**config.mk**
```make
export PLATFORM = sky130hd
export DESIGN_NAME = flash_wp_status
export DESIGN_NICKNAME = d
export VERILOG_FILES = /design/src/rtl/flash_wp_status.sv
export SDC_FILE = /design/constraint.sdc
export NUM_CORES = 1
export LEC_CHECK = 0
export ABC_AREA = 1
export CELL_PAD_IN_SITES_DETAIL_PLACEMENT = 0
export CELL_PAD_IN_SITES_GLOBAL_PLACEMENT = 2
export CORE_UTILIZATION = 28
export DETAILED_ROUTE_END_ITERATION = 10
export PLACE_DENSITY_LB_ADDON = 0.1
export SETUP_SLACK_MARGIN = 0.1
export SLEW_MARGIN = 10
export SYNTH_ARGS = -nofsm -noshare
export SYNTH_HDL_FRONTEND = slang
export SYNTH_SLANG_ARGS = --single-unit
```
**constraint.sdc**
```tcl
create_clock -name clk -period 2.2 [get_ports clk]
set_input_delay 0.22 -clock clk [delete_from_list [all_inputs] [get_ports clk]]
set_output_delay 0.22 -clock clk [all_outputs]
set_load 0.1 [all_outputs]
```
**src/rtl/flash_wp_status.sv**
```systemverilog
module flash_wp_status #(
  parameter int ADDR_W   = 21,
  parameter int WRSR_CYC = 5,
  parameter int PP_CYC   = 12,
  parameter int SE_CYC   = 40,
  parameter int BE_CYC   = 150
) (
  input  logic              clk,
  input  logic              rst_n,
  input  logic              cmd_valid,
  input  logic [2:0]        cmd_op,
  input  logic [ADDR_W-1:0] cmd_addr,
  input  logic [7:0]        cmd_data,
  input  logic              wp_n,
  output logic              cmd_ok,
  output logic              cmd_rej,
  output logic [7:0]        status,
  input  logic              cs_n,
  input  logic              sck,
  input  logic              si,
  output logic              so,
  output logic              so_oe
);
  localparam logic [2:0] OP_WREN = 3'd1, OP_WRSR = 3'd2, OP_PP = 3'd3,
                         OP_SE = 3'd4, OP_BE = 3'd5;
  localparam int MAXC = (BE_CYC > SE_CYC ? BE_CYC : SE_CYC) > (PP_CYC > WRSR_CYC ? PP_CYC : WRSR_CYC)
                      ? (BE_CYC > SE_CYC ? BE_CYC : SE_CYC) : (PP_CYC > WRSR_CYC ? PP_CYC : WRSR_CYC);
  localparam int CW = $clog2(MAXC + 1);
  localparam logic [7:0] RD_OPC = 8'h05;

  logic          lock, wel, wip;
  logic [2:0]    sel;
  logic [CW-1:0] cnt;

  assign status = {lock, 2'b00, sel, wel, wip};

  wire hw_prot  = lock & ~wp_n;
  wire modify   = (cmd_op == OP_WRSR) | (cmd_op == OP_PP) | (cmd_op == OP_SE) | (cmd_op == OP_BE);
  wire cmd_live = cmd_valid & (cmd_op != 3'd0);

  logic in_prot;
  always_comb begin
    in_prot = 1'b0;
    if (sel >= 3'd6) in_prot = 1'b1;
    else if (sel != 3'd0) begin
      in_prot = 1'b1;
      for (int i = 0; i < 6; i++)
        if (i < 6 - int'(sel) && !cmd_addr[ADDR_W-1-i]) in_prot = 1'b0;
    end
  end

  logic          allow;
  logic [CW-1:0] load;
  always_comb begin
    allow = 1'b0;
    load  = '0;
    case (cmd_op)
      OP_WREN: allow = 1'b1;
      OP_WRSR: begin allow = wel & ~hw_prot;      load = CW'(WRSR_CYC - 1); end
      OP_PP:   begin allow = wel & ~in_prot;      load = CW'(PP_CYC - 1);   end
      OP_SE:   begin allow = wel & ~in_prot;      load = CW'(SE_CYC - 1);   end
      OP_BE:   begin allow = wel & (sel == 3'd0); load = CW'(BE_CYC - 1);   end
      default: allow = 1'b0;
    endcase
  end

  always_ff @(posedge clk or negedge rst_n) begin
    if (!rst_n) begin
      lock <= 1'b0; sel <= '0; wel <= 1'b0; wip <= 1'b0; cnt <= '0;
      cmd_ok <= 1'b0; cmd_rej <= 1'b0;
    end else begin
      cmd_ok  <= 1'b0;
      cmd_rej <= 1'b0;
      if (wip) begin
        if (cnt == '0) begin wip <= 1'b0; wel <= 1'b0; end
        else cnt <= cnt - 1'b1;
      end
      if (cmd_live) begin
        if (wip || !allow) begin
          cmd_rej <= 1'b1;
          if (!wip && modify) wel <= 1'b0;
        end else begin
          cmd_ok <= 1'b1;
          if (cmd_op == OP_WREN) wel <= 1'b1;
          else begin
            wip <= 1'b1;
            cnt <= load;
            if (cmd_op == OP_WRSR) begin
              lock <= cmd_data[7];
              sel  <= cmd_data[4:2];
            end
          end
        end
      end
    end
  end

  logic       sck_q, rd_mode, rd_act, op_done;
  logic [2:0] in_cnt, out_cnt;
  logic [6:0] in_sr;
  logic [7:0] out_sr;
  wire sck_rise = sck & ~sck_q;
  wire sck_fall = ~sck & sck_q;

  always_ff @(posedge clk or negedge rst_n) begin
    if (!rst_n) begin
      sck_q <= 1'b0; rd_mode <= 1'b0; rd_act <= 1'b0; op_done <= 1'b0;
      in_cnt <= '0; out_cnt <= '0; in_sr <= '0; out_sr <= '0;
    end else begin
      sck_q <= sck;
      if (cs_n) begin
        rd_mode <= 1'b0; rd_act <= 1'b0; op_done <= 1'b0;
        in_cnt <= '0; out_cnt <= '0;
      end else begin
        if (sck_rise && !op_done) begin
          in_sr  <= {in_sr[5:0], si};
          in_cnt <= in_cnt + 1'b1;
          if (in_cnt == 3'd7) begin
            op_done <= 1'b1;
            rd_mode <= ({in_sr, si} == RD_OPC);
          end
        end
        if (sck_fall && rd_mode) begin
          rd_act  <= 1'b1;
          out_sr  <= (out_cnt == 3'd0) ? status : {out_sr[6:0], 1'b0};
          out_cnt <= out_cnt + 1'b1;
        end
      end
    end
  end

  assign so_oe = ~cs_n & rd_act;
  assign so    = so_oe & out_sr[7];

  p_one_result_r2: assert property (@(posedge clk) disable iff (!rst_n)
    cmd_live |=> (cmd_ok ^ cmd_rej));
  p_no_result_r2: assert property (@(posedge clk) disable iff (!rst_n)
    !cmd_live |=> !(cmd_ok | cmd_rej));
  p_wel_gate_r4: assert property (@(posedge clk) disable iff (!rst_n)
    (cmd_valid && modify && !wel) |=> (!cmd_ok && $stable(lock) && $stable(sel)));
  p_hw_freeze_r6: assert property (@(posedge clk) disable iff (!rst_n)
    (lock && !wp_n) |=> ($stable(lock) && $stable(sel)));
  p_bulk_clear_r8: assert property (@(posedge clk) disable iff (!rst_n)
    (cmd_valid && cmd_op == OP_BE && sel != 3'd0) |=> !cmd_ok);
  p_busy_end_r9: assert property (@(posedge clk) disable iff (!rst_n)
    $fell(wip) |-> !wel);
  p_busy_lock_r11: assert property (@(posedge clk) disable iff (!rst_n)
    (cmd_live && wip) |=> (cmd_rej && $stable(lock) && $stable(sel)));
  p_oe_off_r13: assert property (@(posedge clk) disable iff (!rst_n)
    cs_n |-> !so_oe);
endmodule

```
==> results of run 1 <==
-- kinds of logic after synthesis --
kind of cell | Yosys count | share of synthesized area
fa+ha+maj | 8 | 0.0456
simple gates | 124 | 0.250
buf+inv | 51 | 0.0957
other cells | 1 | 0.00171
flops | 41 | 0.467
compound gates | 45 | 0.120
xor+xnor | 5 | 0.0199
-- critical path: cells and delay by family, from the launching register on --
family,cells,cell delay [ns]
AND/OR/NAND/NOR,10,0.77
AO/OA/AOI/OAI,1,0.23
buffers and inverters,1,0.06
flip-flops,1,0.40
adder cells (fa/ha/maj),1,0.30
-- cells in the mapped netlist (all sizes together) --
cell,number,area (um^2)
ha,8,100
inv,43,161
buf,5,37.5
xor2,4,35.0
a21boi,1,11.3
a21oi,5,25.0
o211ai,1,7.51
nand3b,1,7.51
a22oi,1,7.51
conb,1,3.75
o31ai,3,27.5
nor3,7,35.0
nor3b,1,7.51
o2111ai,1,8.76
o21ai,27,135
nand3,10,50.1
xnor2,1,8.76
o21bai,1,7.51
o41ai,1,8.76
dfrtp,41,1030
nand4,6,52.6
nor4,2,12.5
clkbuf,3,11.3
nand2,67,256
a31oi,4,25.0
nor2,30,128
-- path summary, 6_finish.rpt --
check | slack, ns | to | from
min in group asynchronous | 0.43 | rd_act | rst_n
worst max-delay path | 0.34 | cnt[5] | sel[0]
max in group asynchronous | 1.55 | sel[1] | rst_n
worst min register to register | 0.49 | out_sr[6] | out_sr[6]
worst min-delay path | 0.41 | sck_q | sck
worst max register to register | 0.34 | cnt[5] | sel[0]
-- layout by cell type, fill, tap and decap left out, types with 3 or more instances in the layout --
cell type | netlist | final
nand2_1 | 65 | 65
inv_1 | 41 | 41
dfrtp_1 | 41 | 39
nor2_1 | 28 | 28
o21ai_0 | 25 | 25
clkdlybuf4s50_1 | 0 | 18
buf_4 | 5 | 18
nand3_1 | 10 | 10
ha_1 | 8 | 8
nor3_1 | 7 | 6
nand4_1 | 5 | 5
a21oi_1 | 5 | 5
clkbuf_8 | 0 | 5
xor2_1 | 4 | 4
a31oi_1 | 4 | 4
buf_12 | 0 | 3
-- cell type report --
| type | count | area (um^2) |
|---|---|---|
| flip-flops and latches | 41 | 1030 |
| well taps | 99 | 124 |
| repair buffers | 41 | 390 |
| inverters | 43 | 161 |
| clock buffers | 5 | 68.8 |
| fillers | 798 | 4600 |
| multi-input cells | 184 | 970 |
| clock inverters | 3 | 65.1 |
-- metal layers --
| layer | track usage | share of wire | wire length (um) | vias to the layer above |
|---|---|---|---|---|
| met4 | 0.0551 | 0.017 | 85 | 0 |
| met3 | 0.0278 | 0.036 | 173 | 7 |
| met5 | 0 | 0 | 0 | - |
| met1 | 0.171 | 0.49 | 2390 | 815 |
| li1 | - | - | - | 957 |
| met2 | 0.213 | 0.45 | 2210 | 36 |
-- flip-flops by register name (all words and copies together) (netlist names) --
register  cells
sck_q         1
out_sr        8
wel           1
out_cnt       3
wip           1
rd_mode       1
cnt           8
in_cnt        3
rd_act        1
op_done       1
cmd_rej       1
cmd_ok        1
in_sr         7
lock          1
sel           3
-- where the power goes --
| part | internal, mW | total, mW | switching [mW] |
|---|---|---|---|
| clock network | 0.451 | 0.719 | 0.268 |
| logic | 0.0656 | 0.167 | 0.101 |
| registers | 0.784 | 0.799 | 0.0153 |
| total | 1.30 | 1.68 | 0.385 |
-- metrics by stage --
stage	utilization	cell area, um^2
after global routing	0.379	2810
after floorplan	-	2210
after CTS	0.376	2790
final	0.379	2810
after detailed placement	0.357	2640
after global placement	0.357	2640
-- what timing repair did --
action / in CTS / in global routing
endpoints found under the hold margin: 41 / 0
buffers inserted: 0 / 3
setup endpoints to repair: 0 / 4
hold buffers: 1 / 0
==> flow_summary_export.csv, run 1 <==
group,metric,value,unit
status,status,"finished clean",
clocking,cts_root_buf,"clkbuf_8",
power_and_ir_drop,leakage,1.37,nW
route,firstDrtPassIters,4,
timing,fin_setup_tns,0,ns
route,dr.first_iter.drc_count,60,
clocking,numCtsBuffers,5,
timing,period_minus_slack,1.86,ns
clocking,h-tree-depth,2,
timing,setup_viol,0,
power_and_ir_drop,total_power,1.68,mW
clocking,path_clk_slew,0.08,ns
global_route,grt_use_total,0.132,
global_route,grt_max_degree,42,
setup_path,slowest_delay,0.40,ns
setup_path,ff2ff_path_depth,13,
global_route,grt_pass1_wl,8590,um
timing,period_share,0.844,
synthesis,syn-cell-area,0.00220,mm^2
route,routed_wl,4860,um
timing,clock_skew,0.00509,ns
clocking,clkLatencyLatePin,0.29,ns
synthesis,netlist-cell-type-count,32,
route,vias,1815,
synthesis,synth.avg_cell_area,7.99,um^2
route,vias_per_cell,4.36,
setup_path,cp.arrival,2.06,ns
die,io_pins,51,
timing,slew_violations,0,
setup_path,crit_path_start_kind,"flip-flop",
power_and_ir_drop,vdd_ir_drop_max,0.303,mV
die,rows,31,
synthesis,netlist_instances,275,
route,drc_errors,0,
timing,rsz0062_at_grt,"true",
place,io_buffers,29,
die,start_util,0.297,
die,dieHeight,90.6,um
cells_and_area,syn2layout_area_growth,27.8,%
setup_path,cpMostUsedCell,"nand2_1",
route,routedWlPerCell,11.7,um
clocking,cts_resized,0,
clocking,cts_sinks,41,
synthesis,ys_seq_elements,41,
setup_path,cp_slowest_cell,"dfrtp_2",
global_route,antenna_found_initial,0,
timing,final_hold_viol_count,0,
die,fp.dieW,90.6,um
worst_hold_path,whs_path_depth,1,
global_route,overflow,0,
power_and_ir_drop,powerDensity,600,mW/mm^2
setup_path,critPathKind,"flip-flop to flip-flop",
job,cap_violations,0,
timing,fmax,0.539,GHz
die,fp.dieArea,0.00820,mm^2
cells_and_area,final_cells,416,
global_route,grt_pass1_vias,1819,
synthesis,ys_warn_count,0,
setup_path,crit_chain,"inv_1 -> ha_1 -> nor2_1 -> nor2_1 -> nand2_1 -> nor2_1 -> nand2_1 -> nand2_1 -> nand2_1 -> nand2_1 -> nand2_1 -> nand4_1 -> o21ai_0",
timing,layout_setup_ws,0.344,ns
place,place_inst,404,
place,dp_hpwl,3660,um
cells_and_area,fin_nets,363,
cells_and_area,n_antenna_cell,0,
setup_path,cp_max_fo,4,
clocking,clock_path_buffers,2,
place,place_congestion,0.719,
timing,worst_hold_slack,0.409,ns
worst_hold_path,hold_class,"input pin to flip-flop",
setup_path,worst_ep_required_time,2.40,ns
clocking,cts_tree,"built",
cells_and_area,layout-drive-gt1-share,0.132,
synthesis,yosysSeqAreaShare,0.467,
setup_path,end_kind,"flip-flop",
place,preCtsSetupSlack,0.104,ns
route,antenna_left,0,
die,core-area,0.00741,mm^2
(Power assumes the default switching activity.)
==> run 2: changes to the inputs <==
CORE_UTILIZATION = 26   (was 28)
clock period = 1.7 ns   (was 2.2 ns; I/O delays follow)
==> run 2 against run 1 <==
The run now ends with design-rule violations, negative setup slack left. Highest routed layer unchanged. Clock-buffer cell count increased by 3. Largest power group unchanged. Register-to-register slack got worse by 0.42 ns. Sequential share of layout area decreased by 3.5 points. Power increased by 14%.
==> flow_summary_export.csv, run 2 (same netlist as run 1, synthesis figures left out) <==
group,metric,value,unit
clocking,h-tree-depth,2,
cells_and_area,n_antenna_cell,0,
timing,period_minus_slack,1.78,ns
route,vias_per_cell,4.33,
die,fp.dieArea,0.00882,mm^2
clocking,cts_root_buf,"clkbuf_8",
job,cap_violations,0,
route,drc_errors,2,
global_route,grt_max_degree,42,
cells_and_area,fin_nets,387,
setup_path,critPathKind,"flip-flop to flip-flop",
cells_and_area,syn2layout_area_growth,42.0,%
setup_path,cp_max_fo,3,
route,firstDrtPassIters,7,
status,failed_checks,"design-rule violations, negative setup slack",
timing,fin_setup_tns,-0.548,ns
setup_path,cpMostUsedCell,"nand2_1",
setup_path,critPathTopFamily,"simple AND/OR/NAND/NOR gates",
setup_path,cp.arrival,1.99,ns
global_route,grt_use_total,0.137,
place,dp_hpwl,4000,um
die,io_pins,51,
timing,worst_hold_slack,0.368,ns
die,core-area,0.00822,mm^2
die,fp.dieW,93.9,um
route,routed_wl,5320,um
global_route,grt_pass1_wl,9320,um
die,dieHeight,93.9,um
route,dr.first_iter.drc_count,45,
clocking,clock_path_buffers,2,
place,io_buffers,29,
clocking,cts_sinks,41,
global_route,grt_pass1_vias,2005,
setup_path,slowest_delay,0.51,ns
setup_path,crit_chain,"inv_4 -> ha_4 -> inv_2 -> nand2_1 -> nand2_1 -> nand3_1 -> nand2_1 -> nand2_2 -> nand2_4 -> nand2_2 -> nand2_4 -> nand4_1 -> o21ai_1",
timing,fmax,0.562,GHz
place,place_congestion,0.769,
route,vias,1933,
cells_and_area,final_cells,446,
timing,period_share,1.05,
route,antenna_left,0,
clocking,path_clk_slew,0.08,ns
cells_and_area,layout-drive-gt1-share,0.249,
cells_and_area,layout_commonest_cell,"nand2_1",
setup_path,crit_path_start_kind,"flip-flop",
clocking,numCtsBuffers,5,
worst_hold_path,hold_class,"input pin to flip-flop",
cells_and_area,reg.largest.list,"cnt (8), out_sr (8), in_sr (7)",
die,rows,33,
timing,final_hold_viol_count,0,
timing,layout_setup_ws,-0.0790,ns
place,place_inst,432,
power_and_ir_drop,leakage,1.50,nW
setup_path,cp_slowest_cell,"dfrtp_4",
setup_path,path_buf_inv,2,
power_and_ir_drop,powerDensity,617,mW/mm^2
timing,rsz0062_at_grt,"true",
cells_and_area,fillers,860,
global_route,overflow,0,
cells_and_area,utilization,0.380,
die,start_util,0.267,
global_route,antenna_found_initial,0,
power_and_ir_drop,total_power,1.92,mW
power_and_ir_drop,vdd_ir_drop_max,0.286,mV
setup_path,end_kind,"flip-flop",
clocking,cts_tree,"built",
timing,worst_pin_slew,0.547,ns
cells_and_area,final_cell_mix,"nand2_1, dfrtp_1, inv_1",
timing,max-slew-margin-rel,0.635,
setup_path,worst_ep_required_time,1.91,ns
timing,clock_skew,0.00658,ns
route,routedWlPerCell,11.9,um
timing,slew_violations,0,
clocking,clkLatencyLatePin,0.29,ns
status,status,"complete, but fails checks",
timing,setup_viol,13,
## run 2: cell types whose count changed in the layout (fill, tap and decap cells not counted), moves of 4 or more
cell,delta
nor2_1,-5
buf_4,+17
o21ai_1,+6
nand2_1,-6
nor2_2,+4
buf_12,+5
inv_1,-4
o21ai_0,-7
## run 2: cell type report
| cell class | instances | area, um^2 | share of cell area |
|---|---|---|---|
| sequential | 41 | 1030 | 0.332 |
| tap | 105 | 131 | 0.0421 |
| timing repair buffer | 63 | 618 | 0.198 |
| inverter | 43 | 166 | 0.0533 |
| clock buffer | 8 | 90.1 | 0.0289 |
| multi-input combinational | 186 | 1080 | 0.346 |
## run 2: report_power, final
part	leakage, nW	switching, mW	internal (mW)
clock	0.0455	0.320	0.331
combinational	0.950	0.142	0.0972
sequential	0.500	0.0196	1.01
## run 2: layer usage
metal  up-vias  wire length, um  part of all wire  global-route usage
met5         -                0                 0                   0
li1       1009                -                 -                   -
met2        36             2600              0.49               0.241
met1       882             2480              0.47               0.164
met4         0               89             0.017              0.0526
met3         6              145             0.027              0.0235
## run 2: metrics by stage
| step | area, um^2 | setup slack [ns] |
|---|---|---|
| floorplan | 2240 | -0.139 |
| global placement | 2910 | -0.197 |
| detailed placement | 2910 | -0.263 |
| CTS | 3070 | -0.127 |
| global route | 3120 | -0.217 |
| finish | 3120 | -0.0790 |
## run 2: worst paths after layout
| kind | start | end | slack [ns] | cells after the start |
|---|---|---|---|---|
| max | sel[0] | cnt[4] | -0.08 | 13 |
| min | sck | sck_q | 0.37 | 1 |
| max in group asynchronous | rst_n | sel[1] | 0.81 | 3 |
| max reg2reg | sel[0] | cnt[4] | -0.08 | 13 |
| min reg2reg | in_sr[5] | in_sr[6] | 0.48 | 2 |
| min in group asynchronous | rst_n | out_sr[3] | 0.49 | 3 |
## run 2: repair_timing
action | in CTS | in global routing
endpoints found under the hold margin | 41 | 0
buffers inserted | 2 | 1
gates resized for setup | 13 | 11
cloned | 2 | 0
hold buffers | 1 | 0
setup endpoints to repair | 16 | 16
pin swaps | 7 | 5
